**config.mk**
```make
export PLATFORM = sky130hd
export DESIGN_NAME = osbt_bit_timer
export DESIGN_NICKNAME = d
export VERILOG_FILES = /design/src/rtl/osbt_pkg.sv /design/src/rtl/osbt_cfg_reg.sv /design/src/rtl/osbt_strobe_dec.sv /design/src/rtl/osbt_phase_ctr.sv /design/src/rtl/osbt_bit_timer.sv
export SDC_FILE = /design/constraint.sdc
export NUM_CORES = 1
export LEC_CHECK = 0
export ABC_AREA = 1
export BUFFER_PORTS_ARGS = -buffer_cell sky130_fd_sc_hd__buf_2
export CAP_MARGIN = 5
export CORE_AREA = 4 4 51 53
export CTS_CLUSTER_DIAMETER = 120
export DETAILED_ROUTE_END_ITERATION = 6
export DIE_AREA = 0 0 55 57
export HOLD_SLACK_MARGIN = 0.15
export PLACE_DENSITY_LB_ADDON = 0.15
export RECOVER_POWER = 50
export SLEW_MARGIN = 5
export SYNTH_ARGS = -nofsm -noshare
export SYNTH_HDL_FRONTEND = slang
export SYNTH_HIERARCHICAL = 1
export SYNTH_SLANG_ARGS = --single-unit
```
**constraint.sdc**
```tcl
create_clock -name clk -period 2.3 [get_ports clk]
set_input_delay 0.23 -clock clk [delete_from_list [all_inputs] [get_ports clk]]
set_output_delay 0.23 -clock clk [all_outputs]
set_load 0.005 [all_outputs]
```
**src/rtl/osbt_pkg.sv**
```systemverilog
package osbt_pkg;
    localparam int CODE_W  = 4;
    localparam int DATA_W  = 8;
    localparam int CPB_MAX = 16;
    localparam int CPB_MIN = 4;
    localparam int CNT_W   = $clog2(CPB_MAX);
    localparam int CPB_W   = CNT_W + 1;

    typedef logic [CODE_W-1:0] code_t;
    typedef logic [CNT_W-1:0]  cnt_t;
    typedef logic [CPB_W-1:0]  cpb_t;

    typedef enum logic [1:0] {
        ACT_HOLD,
        ACT_STEP,
        ACT_WRAP,
        ACT_RESTART
    } step_e;

    typedef struct packed {
        logic bit_end;
        logic mid;
    } strobe_t;

    // Map a setting code to ticks per bit; low codes fall back to the maximum.
    function automatic cpb_t cpb_of(code_t c);
        if (c < code_t'(CPB_MIN))
            return cpb_t'(CPB_MAX);
        else
            return cpb_t'(c);
    endfunction
endpackage

```
**src/rtl/osbt_cfg_reg.sv**
```systemverilog
module osbt_cfg_reg
    import osbt_pkg::*;
#(
    parameter int DW = DATA_W,
    parameter int CW = CODE_W
) (
    input  logic          clk,
    input  logic          rst,
    input  logic          wr_en,
    input  logic [CW-1:0] wr_code,
    output logic [CW-1:0] code_q,
    output logic [DW-1:0] rd_data
);
    localparam int PAD_W = DW - CW;

    always_ff @(posedge clk) begin
        if (rst)
            code_q <= '0;
        else if (wr_en)
            code_q <= wr_code;
    end

    assign rd_data = {{PAD_W{1'b0}}, code_q};
endmodule

```
**src/rtl/osbt_strobe_dec.sv**
```systemverilog
module osbt_strobe_dec
    import osbt_pkg::*;
(
    input  logic    tick,
    input  logic    restart,
    input  cnt_t    cnt,
    input  cpb_t    cpb,
    output step_e   action,
    output strobe_t strobes
);
    cpb_t cnt_ext;
    logic at_end;
    logic at_mid;

    assign cnt_ext = {1'b0, cnt};
    assign at_end  = (cnt_ext == cpb - cpb_t'(1));
    assign at_mid  = (cnt_ext == (cpb >> 1));

    always_comb begin
        strobes = '0;
        action  = ACT_HOLD;
        if (restart) begin
            action = ACT_RESTART;
        end else if (tick) begin
            strobes.bit_end = at_end;
            strobes.mid     = at_mid;
            action          = at_end ? ACT_WRAP : ACT_STEP;
        end
    end
endmodule

```
**src/rtl/osbt_phase_ctr.sv**
```systemverilog
module osbt_phase_ctr
    import osbt_pkg::*;
(
    input  logic  clk,
    input  logic  rst,
    input  step_e action,
    input  code_t code,
    output cnt_t  cnt_q,
    output cpb_t  act_q
);
    always_ff @(posedge clk) begin
        if (rst) begin
            cnt_q <= '0;
            act_q <= cpb_t'(CPB_MAX);
        end else begin
            unique case (action)
                ACT_STEP: cnt_q <= cnt_q + cnt_t'(1);
                ACT_WRAP, ACT_RESTART: begin
                    cnt_q <= '0;
                    act_q <= cpb_of(code);
                end
                default: ;
            endcase
        end
    end
endmodule

```
**src/rtl/osbt_bit_timer.sv**
```systemverilog
module osbt_bit_timer
    import osbt_pkg::*;
(
    input  logic              clk,
    input  logic              rst,
    input  logic              cfg_wr_en,
    input  logic [DATA_W-1:0] cfg_wr_data,
    output logic [DATA_W-1:0] cfg_rd_data,
    input  logic              baud_tick,
    input  logic              start_edge,
    output logic              bit_strobe,
    output logic              mid_strobe
);
    code_t   code_q;
    cnt_t    cnt_q;
    cpb_t    act_q;
    step_e   action;
    strobe_t strobes;
    logic    unused_hi;

    assign unused_hi = ^cfg_wr_data[DATA_W-1:CODE_W];

    osbt_cfg_reg #(.DW(DATA_W), .CW(CODE_W)) cfg_i (
        .clk     (clk),
        .rst     (rst),
        .wr_en   (cfg_wr_en),
        .wr_code (cfg_wr_data[CODE_W-1:0]),
        .code_q  (code_q),
        .rd_data (cfg_rd_data)
    );

    osbt_strobe_dec dec_i (
        .tick    (baud_tick),
        .restart (start_edge),
        .cnt     (cnt_q),
        .cpb     (act_q),
        .action  (action),
        .strobes (strobes)
    );

    osbt_phase_ctr ctr_i (
        .clk    (clk),
        .rst    (rst),
        .action (action),
        .code   (code_q),
        .cnt_q  (cnt_q),
        .act_q  (act_q)
    );

    assign bit_strobe = strobes.bit_end;
    assign mid_strobe = strobes.mid;
endmodule

```
==> summary.log, run 1 <==
INFO  outcome        outcome=complete, no violations
INFO  power_and_ir_drop powerDensity=479nW/µm²
INFO  timing         drv_slew=0
INFO  synth          synth.yosys.seq_area_share=28.3%
INFO  setup_path     reg2reg_setup_slack=0.45ns
INFO  cts            number_of_buffers_added_to_fix_hold_violations_after_cts=0
INFO  synth          biggest_area_contributors_in_the_synthesized_netlist=dfxtp_1 28%, nand2_1 21%, nor2_1 9.0%
INFO  setup_path     critical_path.startpoint=ctr_i/act_q[0]
INFO  setup_path     crit_path_start_kind=flip-flop
INFO  timing         max_clock_freq=0.507GHz
INFO  timing         setup_repair_after_global_routing_missed_its_margin=false
INFO  floorplan      fp-row-count=17
INFO  synth          post_synthesis_instance_area=921µm²
INFO  final_layout   finish.net_count=180
INFO  synth          synthMostInstantiatedCell=nand2_1
INFO  final_layout   final_layout_size_suffix_gt1_share=23.8%
INFO  cts            worstSkewPairLatency=0.27ns
INFO  setup_path     worst_r2r_path_depth=13
INFO  cts            cts.sink_count=13
INFO  floorplan      top_level_ports=23
INFO  setup_path     worstPathMaxFanout=5
INFO  floorplan      floorplan.die.height=57µm
INFO  setup_path     r2r-end=ctr_i/act_q[0]
INFO  setup_path     required=2.07ns
INFO  cts            ctsRootBufferMaster=clkbuf_4
INFO  cts            cts_buffer_depth=2
INFO  timing         finalSetupViolCount=0
INFO  cts            number_of_cts_inserted_buffers=3
INFO  global_route   antenna_found_initial=0
INFO  route          route.detailed.wl_per_inst=8.90µm
INFO  flow_run       drv_cap=0
INFO  synth          post-synth-top-area-fraction=28.3%
INFO  power_and_ir_drop max-vdd-ir-drop=342µV
INFO  final_layout   areaGrowthSynthToFinish=7.61%
INFO  synth          count_of_yosys_warnings_during_synthesis=6
INFO  floorplan      design.core.area=2150µm²
INFO  route          via_per_inst=4.40
INFO  place          place.detailed.instances=188
INFO  place          gp_congestion=0.871
INFO  timing         post-route-min-period=1.97ns
INFO  synth          synthDistinctLibCells=21
INFO  place          postPlaceCellArea=966µm²
INFO  floorplan      die_area=3140µm²
INFO  timing         fin_tns_setup=0ns
INFO  final_layout   num_antenna_cells=0
INFO  global_route   grt_start_max_net_pins=10
INFO  synth          ys_async_sr_fraction=0%
INFO  synth          synthTopCellsByCount=52 x nand2_1, 22 x nor2_1, 14 x inv_1, 13 x dfxtp_1, 9 x inv_2
INFO  global_route   grt_remaining_overflow=0
INFO  route          dr.first_iter.drc_count=9
INFO  synth          cell_taking_the_most_area_after_synthesis=dfxtp_1
INFO  global_route   grt_pass1_wl=3020µm
INFO  final_layout   nFillCells=244
INFO  floorplan      initial_core_util=42.9%
INFO  cts            cts_htree_levels=1
INFO  timing         hold_viol=0
INFO  global_route   first_global_vias=756
INFO  cts            tritoncts=built
INFO  place          port_buffers=14
INFO  timing         final_clock_skew=0.000386ns
INFO  route          routed_wirelength=1710µm
INFO  cts            cts_repair_resize_count=0
INFO  synth          post_synth.cell_area_avg=6.06µm²
INFO  setup_path     reg2reg_from=ctr_i/act_q[0]
INFO  synth          synthFlopType=dfxtp_1
INFO  setup_path     worstPathArrival=1.74ns
INFO  timing         finalCritPeriodShare=85.8%
INFO  synth          ys_seq_elements=13
INFO  final_layout   design_area=991µm²
INFO  final_layout   finish.utilization=46.1%
INFO  route          final_antenna_net_count=0
INFO  cts            cts.reportedPaths.clkPinSlew=0.08ns
INFO  power_and_ir_drop static-leakage-power=0.537nW
INFO  floorplan      overall_die_width=55µm
INFO  global_route   all_layer_gr_usage=12.7%
INFO  place          dp_hpwl=1410µm
INFO  synth          count_of_flip_flops_with_a_built_in_enable_after_synthesis=0
INFO  place          dpl_worst_slack=0.455ns
INFO  setup_path     critical_path.endpoint=bit_strobe
INFO  route          route.detailed.drc=0
INFO  synth          post_synth_inst_count=152
INFO  route          via_count=844
INFO  cts            post-cts-setup-buffer-count=0
INFO  route          dr_pass1_iterations=4
INFO  setup_path     worst_setup_path_end_kind=output pin
INFO  timing         setup_ws=0.328ns
INFO  setup_path     timing_worst_setup_path_type=reg -> out
INFO  worst_hold_path hp-class=in -> reg
INFO  final_layout   finalNonFillerCells=192
[flip-flops by register name (all words and copies together) (netlist names)]
signal,cells
ctr_i/cnt_q,4
cfg_i/code_q,4
ctr_i/act_q,5
[layout make-up]
type	count	area [µm²]	share of cell area [%]
Clock buffer	4	26.3	2.65
Inverter	23	86.3	8.71
Multi-Input combinational cell	110	514	51.9
Sequential cell	13	260	26.3
Tap cell	28	35.0	3.54
Timing Repair Buffer	14	68.8	6.94
[per-stage QoR]
stage               total power, W  hold WS, ns
floorplan                 0.000327        0.382
global placement          0.000339        0.457
detailed placement        0.000341        0.463
CTS                       0.000481        0.244
global route              0.000509        0.266
finish                    0.000474        0.244
[critical path: stages, from the launching register on]
cell	delay [ns]
dfxtp_1	0.42
inv_2	0.06
ha_1	0.33
nand2_1	0.09
nand2_1	0.06
nor2_2	0.09
nand2_1	0.06
nor2_2	0.09
nand3_2	0.08
nor2_2	0.08
buf_2	0.11
[logic make-up after synthesis]
kind of cell / Yosys count / synth area share, %
AND/OR/NAND/NOR: 96 / 45.9
other: 1 / 0.407
adder cells (fa/ha/maj): 2 / 2.72
flip-flops: 13 / 28.3
buffers and inverters: 32 / 17.1
AO/OA/AOI/OAI: 7 / 4.62
XOR/XNOR: 1 / 0.951
[per-layer routing]
metal | vias up | wire length [µm] | track usage, %
met1 | 348 | 772 | 14.6
met3 | 4 | 91 | 3.13
met5 | - | 0 | 0
met4 | 0 | 31 | 5.21
li1 | 473 | - | -
met2 | 19 | 813 | 21.8
[cells in the final DEF, fill, tap and decap left out, drive strengths merged]
cell type   n
dfxtp      13
or2         1
inv        23
a21oi       4
nand3       7
conb        4
nand3b      1
nor2       30
o21ai       1
nand2      57
o221ai      1
buf        13
xnor2       1
o2111ai     1
ha          2
clkbuf      5
[power by group]
part | internal, W | total [W] | switching [W]
logic | 0.0000344 | 0.0000862 | 0.0000519
clock network | 0.0000672 | 0.000140 | 0.0000727
registers | 0.000235 | 0.000248 | 0.0000130
[worst min-delay path by stage]
stage | startpoint | end | slack, ns | depth (start not counted)
floorplan | rst | cfg_i/code_q[0] | 0.38 | 3
global placement | cfg_i/code_q[2] | ctr_i/act_q[2] | 0.46 | 2
detailed placement | ctr_i/act_q[1] | ctr_i/act_q[1] | 0.46 | 2
CTS | cfg_wr_data[0] | cfg_i/code_q[0] | 0.24 | 5
global route | cfg_wr_data[1] | cfg_i/code_q[1] | 0.27 | 5
finish | cfg_wr_data[0] | cfg_i/code_q[0] | 0.24 | 5
Power figures use the tool's default switching activity.
==> run 2: changes to the inputs <==
--- a/config.mk
+++ b/config.mk
@@ -13,7 +13,7 @@
 export DETAILED_ROUTE_END_ITERATION = 6
 export DIE_AREA = 0 0 55 57
 export HOLD_SLACK_MARGIN = 0.15
-export PLACE_DENSITY_LB_ADDON = 0.15
+export PLACE_DENSITY = 0.66
 export RECOVER_POWER = 50
 export SLEW_MARGIN = 5
 export SYNTH_ARGS = -nofsm -noshare
==> summary.log, run 2 (synthesized netlist as in run 1, its figures left out) <==
INFO  final_layout   num_antenna_cells=0
INFO  route          route.detailed.wl_per_inst=9.09µm
INFO  setup_path     crit_path_start_kind=flip-flop
INFO  timing         drv_slew=0
INFO  worst_hold_path hp-class=in -> reg
INFO  final_layout   multi_input_comb_area=514µm²
INFO  timing         hold_viol=0
INFO  route          dr.first_iter.drc_count=10
INFO  global_route   all_layer_gr_usage=12.4%
INFO  timing         post-route-min-period=1.97ns
INFO  power_and_ir_drop power.total=0.000472W
INFO  final_layout   final-seq-area=260µm²
INFO  route          routed_wirelength=1750µm
INFO  floorplan      die_area=3140µm²
INFO  setup_path     reg2reg_from=ctr_i/act_q[0]
INFO  timing         finalCritPeriodShare=85.7%
INFO  route          via_per_inst=4.50
INFO  cts            post-cts-setup-buffer-count=0
INFO  setup_path     timing.critical_path.slowest_cell_delay=0.42ns
INFO  power_and_ir_drop static-leakage-power=0.533nW
INFO  power_and_ir_drop cellInternalPower=0.000334W
INFO  setup_path     reg2reg_setup_slack=0.45ns
INFO  setup_path     timing_worst_setup_path_type=reg -> out
INFO  setup_path     worstPathMaxFanout=5
INFO  final_layout   nFillCells=232
INFO  place          port_buffers=14
INFO  setup_path     critical_path.top_delay_family=simple AND/OR/NAND/NOR gates
INFO  floorplan      initial_core_util=42.9%
INFO  final_layout   finalNonFillerCells=192
INFO  cts            cts_htree_levels=1
INFO  floorplan      design.core.area=2150µm²
INFO  global_route   grt_start_max_net_pins=10
INFO  outcome        outcome=complete, no violations
INFO  timing         max_clock_freq=0.508GHz
INFO  floorplan      fp-row-count=17
INFO  route          dr_pass1_iterations=4
INFO  timing         setup_repair_after_global_routing_missed_its_margin=false
INFO  cts            cts_repair_resize_count=0
INFO  final_layout   finish.utilization=46.1%
INFO  timing         final_clock_skew=0.00276ns
INFO  power_and_ir_drop total_switching_power=0.000138W
INFO  place          dp_hpwl=1460µm
INFO  floorplan      overall_die_width=55µm
INFO  timing         finalSetupViolCount=0
INFO  route          route.detailed.drc=0
INFO  setup_path     cp.buffers_inverters=2
INFO  route          via_count=864
INFO  worst_hold_path hold_path_depth=5
INFO  final_layout   areaGrowthSynthToFinish=7.47%
INFO  cts            cts.sink_count=13
INFO  setup_path     worst_r2r_path_depth=15
INFO  power_and_ir_drop max-vdd-ir-drop=343µV
INFO  setup_path     worst_setup_path_end_kind=output pin
INFO  final_layout   registers.top_by_ff_count=ctr_i/act_q
INFO  power_and_ir_drop netSwitchingFraction=29.3%
INFO  final_layout   max_reg_flops=5
INFO  cts            ctsRootBufferMaster=clkbuf_4
INFO  global_route   first_global_vias=805
INFO  place          place.detailed.instances=188
INFO  final_layout   reg.largest.list=ctr_i/act_q (5), cfg_i/code_q (4), ctr_i/cnt_q (4)
INFO  final_layout   final_layout_size_suffix_gt1_share=23.2%
INFO  cts            worstSkewPairLatency=0.27ns
INFO  floorplan      top_level_ports=23
INFO  cts            number_of_cts_inserted_buffers=3
INFO  global_route   grt_pass1_wl=2910µm
INFO  final_layout   final_common_cell=nand2_1
INFO  place          dpl_worst_slack=0.446ns
INFO  flow_run       drv_cap=0
INFO  setup_path     required=2.07ns
INFO  timing         fin_tns_setup=0ns
INFO  setup_path     critical-path-slowest-cell=dfxtp_1
INFO  power_and_ir_drop combPwrFrac=18.3%
INFO  power_and_ir_drop pwr-share-seq=52.7%
INFO  cts            cts_buffer_depth=2
INFO  timing         setup_ws=0.330ns
INFO  final_layout   finish.net_count=180
INFO  setup_path     r2r-end=ctr_i/cnt_q[3]
INFO  global_route   antenna_found_initial=0
INFO  worst_hold_path timing.hold.worst_endpoint=cfg_i/code_q[0]
INFO  cts            cts.reportedPaths.clkPinSlew=0.08ns
INFO  power_and_ir_drop pwr-share-clk=29.0%
INFO  power_and_ir_drop powerDensity=477nW/µm²
INFO  cts            number_of_buffers_added_to_fix_hold_violations_after_cts=0
INFO  worst_hold_path min-delay-start=cfg_wr_data[0]
INFO  setup_path     worstPathCellList=inv_2 > ha_1 > nand2_1 > nand2_1 > nor2_2 > nand2_1 > nor2_2 > nand3_2 > nor2_2 > buf_2
INFO  floorplan      floorplan.die.height=57µm
INFO  final_layout   commonest_non_fill_non_tap_cells_in_the_layout=52 x nand2_1, 22 x nor2_1, 14 x inv_1
INFO  place          gp_congestion=0.887
INFO  cts            tritoncts=built
INFO  setup_path     worstPathArrival=1.74ns
INFO  setup_path     critical_path.startpoint=ctr_i/act_q[0]
INFO  global_route   grt_remaining_overflow=0
INFO  route          final_antenna_net_count=0
## run 2: changes by cell type in the layout (fill, tap and decap cells not counted)
cell	previous run	this run
clkinv_2	0	1
clkbuf_1	2	3
buf_2	13	11
## run 2: layer usage
metal	global-route usage (%)	share of wire, %	vias up
met3	3.13	4.8	2
met4	6.25	0.57	0
li1	-	-	469
met1	13.3	45	376
met2	21.6	49	17
met5	0	0	-
## run 2: power by group through the flow
| stage | clock (W) | sequential [W] | combinational (W) |
|---|---|---|---|
| finish | 0.000137 | 0.000249 | 0.0000865 |
| global route | 0.000153 | 0.000251 | 0.0000997 |
| CTS | 0.000145 | 0.000248 | 0.0000881 |
| detailed placement | 0 | 0.000254 | 0.0000877 |
| global placement | 0 | 0.000253 | 0.0000846 |
| floorplan | 0 | 0.000250 | 0.0000766 |
## run 2: how the worst max path moves through the flow
stage,endpoint,cells after the start,slack (ns)
floorplan,ctr_i/act_q[0],13,0.66
global placement,ctr_i/cnt_q[3],14,0.48
detailed placement,ctr_i/cnt_q[3],14,0.45
CTS,bit_strobe,10,0.31
global route,bit_strobe,10,0.15
finish,bit_strobe,10,0.33
## run 2: tightest hold or removal path, cell delays in order
cell and delay [ns]:
buf_2 0.07, inv_1 0.03, nand2_1 0.04, nand2_1 0.04, nor2_1 0.07
## run 2: stage by stage
step	hold WS, ns	instance area [µm²]
after floorplan	0.382	932
after global placement	0.459	966
after detailed placement	0.468	966
after CTS	0.240	993
after global routing	0.253	990
final	0.246	990
## run 2: cell type report
type                       count  area share (%)
multi-input combinational    110            52.0
inverter                      23            8.72
tap                           28            3.54
clock buffer                   3            2.28
clock inverter                 1           0.506
timing repair buffer          14            6.70
sequential                    13            26.3
==> run 3: changes to the inputs <==
--- a/config.mk
+++ b/config.mk
@@ -8,12 +8,11 @@
 export ABC_AREA = 1
 export BUFFER_PORTS_ARGS = -buffer_cell sky130_fd_sc_hd__buf_2
 export CAP_MARGIN = 5
-export CORE_AREA = 4 4 51 53
+export CORE_AREA = 4 4 66 68
 export CTS_CLUSTER_DIAMETER = 120
 export DETAILED_ROUTE_END_ITERATION = 6
-export DIE_AREA = 0 0 55 57
+export DIE_AREA = 0 0 70 72
 export HOLD_SLACK_MARGIN = 0.15
-export PLACE_DENSITY = 0.66
 export RECOVER_POWER = 50
 export SLEW_MARGIN = 5
 export SYNTH_ARGS = -nofsm -noshare
==> summary.log, run 3 (synthesized netlist as in run 1, its figures left out) <==
INFO  route          final_antenna_net_count=0
INFO  final_layout   final_common_cell=nand2_1
INFO  global_route   antenna_found_initial=0
INFO  flow_run       drv_cap=0
INFO  global_route   grt_remaining_overflow=0
INFO  final_layout   final_layout_size_suffix_gt1_share=23.2%
INFO  route          routed_wirelength=1680µm
INFO  power_and_ir_drop combPwrFrac=16.1%
INFO  power_and_ir_drop pwr-share-clk=37.3%
INFO  setup_path     worst_setup_path_end_kind=output pin
INFO  cts            number_of_buffers_added_to_fix_hold_violations_after_cts=0
INFO  setup_path     crit_path_start_kind=flip-flop
INFO  global_route   grt_start_max_net_pins=10
INFO  route          dr.first_iter.drc_count=24
INFO  final_layout   finish.net_count=180
INFO  setup_path     worstPathMaxFanout=5
INFO  final_layout   reg.largest.list=ctr_i/act_q (5), cfg_i/code_q (4), ctr_i/cnt_q (4)
INFO  place          postPlaceCellArea=993µm²
INFO  floorplan      floorplan.die.height=72µm
INFO  global_route   grt_pass1_wl=2900µm
INFO  cts            tritoncts=built
INFO  setup_path     required=2.07ns
INFO  route          route.detailed.drc=0
INFO  timing         drv_slew=0
INFO  cts            post-cts-setup-buffer-count=0
INFO  final_layout   registers.top_by_ff_count=ctr_i/act_q
INFO  setup_path     reg2reg_from=ctr_i/act_q[0]
INFO  route          wl_met2=631µm
INFO  floorplan      die_area=5040µm²
INFO  route          highest_layer=met4
INFO  timing         hold_viol=0
INFO  final_layout   commonest_non_fill_non_tap_cells_in_the_layout=52 x nand2_1, 22 x nor2_1, 14 x inv_1
INFO  cts            cts_repair_resize_count=0
INFO  floorplan      design.core.area=3860µm²
INFO  timing         setup_repair_after_global_routing_missed_its_margin=false
INFO  timing         post-route-min-period=1.96ns
INFO  power_and_ir_drop total_switching_power=0.000142W
INFO  power_and_ir_drop max-vdd-ir-drop=200µV
INFO  setup_path     worstPathArrival=1.73ns
INFO  cts            worstSkewPairLatency=0.24ns
INFO  place          place.detailed.instances=210
INFO  floorplan      overall_die_width=70µm
INFO  setup_path     critical_path.startpoint=ctr_i/act_q[0]
INFO  place          port_buffers=14
INFO  floorplan      top_level_ports=23
INFO  final_layout   nFillCells=458
INFO  floorplan      fp-row-count=23
INFO  setup_path     timing_worst_setup_path_type=reg -> out
INFO  power_and_ir_drop pwr-share-seq=46.6%
INFO  final_layout   finish.utilization=26.9%
INFO  final_layout   num_antenna_cells=0
INFO  worst_hold_path hp-class=in -> reg
INFO  final_layout   finalNonFillerCells=214
INFO  global_route   all_layer_gr_usage=7.05%
INFO  floorplan      initial_core_util=23.9%
INFO  power_and_ir_drop cellInternalPower=0.000392W
INFO  route          dr_pass1_iterations=4
INFO  route          met1_wirelength=900µm
INFO  power_and_ir_drop netSwitchingFraction=26.5%
INFO  power_and_ir_drop powerDensity=515nW/µm²
INFO  cts            cts.reportedPaths.clkPinSlew=0.05ns
INFO  timing         final_clock_skew=0.000457ns
INFO  final_layout   design_area=1040µm²
INFO  place          dp_hpwl=1360µm
INFO  cts            number_of_cts_inserted_buffers=3
INFO  timing         finalCritPeriodShare=85.2%
INFO  power_and_ir_drop static-leakage-power=0.541nW
INFO  route          met3RoutedLength=125µm
INFO  global_route   first_global_vias=748
INFO  final_layout   max_reg_flops=5
INFO  cts            cts_htree_levels=1
INFO  outcome        outcome=complete, no violations
INFO  timing         finalSetupViolCount=0
INFO  timing         fin_tns_setup=0ns
INFO  place          gp_congestion=0.870
INFO  route          route.detailed.wl_per_inst=7.86µm
INFO  final_layout   areaGrowthSynthToFinish=12.5%
INFO  cts            cts_buffer_depth=2
INFO  cts            cts.sink_count=13
INFO  timing         max_clock_freq=0.511GHz
INFO  worst_hold_path min-delay-start=cfg_wr_data[3]
INFO  route          via_count=840
INFO  cts            ctsRootBufferMaster=clkbuf_8
INFO  route          via_per_inst=3.93
## run 3: worst max-delay path: stages, from the launching register on
cell     delay, ns
dfxtp_1       0.43
inv_2         0.07
ha_1          0.32
nand2_1       0.09
nand2_1       0.07
nor2_2        0.10
nand2_1       0.06
nor2_2        0.09
nand3_2       0.08
nor2_2        0.07
buf_2         0.11
## run 3: per-layer routing
metal	GRT usage (%)	vias to the layer above
met5	0	-
met4	3.19	0
met3	2.35	3
met2	10.7	23
met1	9.08	346
li1	-	468
## run 3: area by class of cell
type | instances | area, µm² | share of cell area, %
multi-input combinational | 110 | 514 | 49.6
sequential | 13 | 260 | 25.1
inverter | 23 | 86.3 | 8.33
timing repair buffer | 14 | 67.6 | 6.52
tap | 50 | 62.6 | 6.04
clock buffer | 4 | 45.0 | 4.35
## run 3: power groups by stage
stage	logic [W]	clock network, W	registers [W]
after global routing	0.000100	0.000222	0.000251
after CTS	0.0000872	0.000206	0.000249
after detailed placement	0.0000866	0	0.000254
after global placement	0.0000859	0	0.000254
after floorplan	0.0000766	0	0.000250
final	0.0000857	0.000199	0.000249
## run 3: worst paths after layout
| kind | end | depth (start not counted) | slack (ns) |
|---|---|---|---|
| max | bit_strobe | 10 | 0.34 |
| min | cfg_i/code_q[3] | 5 | 0.27 |
| max reg2reg | ctr_i/act_q[0] | 13 | 0.43 |
| min reg2reg | ctr_i/act_q[1] | 2 | 0.47 |
## run 3: metrics by stage
step / hold WS, ns / setup WS [ns] / power [W]
3_5_place_dp: 0.463 / 0.426 / 0.000340
5_1_grt: 0.296 / 0.186 / 0.000573
3_3_place_gp: 0.461 / 0.428 / 0.000340
4_1_cts: 0.269 / 0.330 / 0.000543
2_1_floorplan: 0.382 / 0.658 / 0.000327
6_report: 0.274 / 0.342 / 0.000534
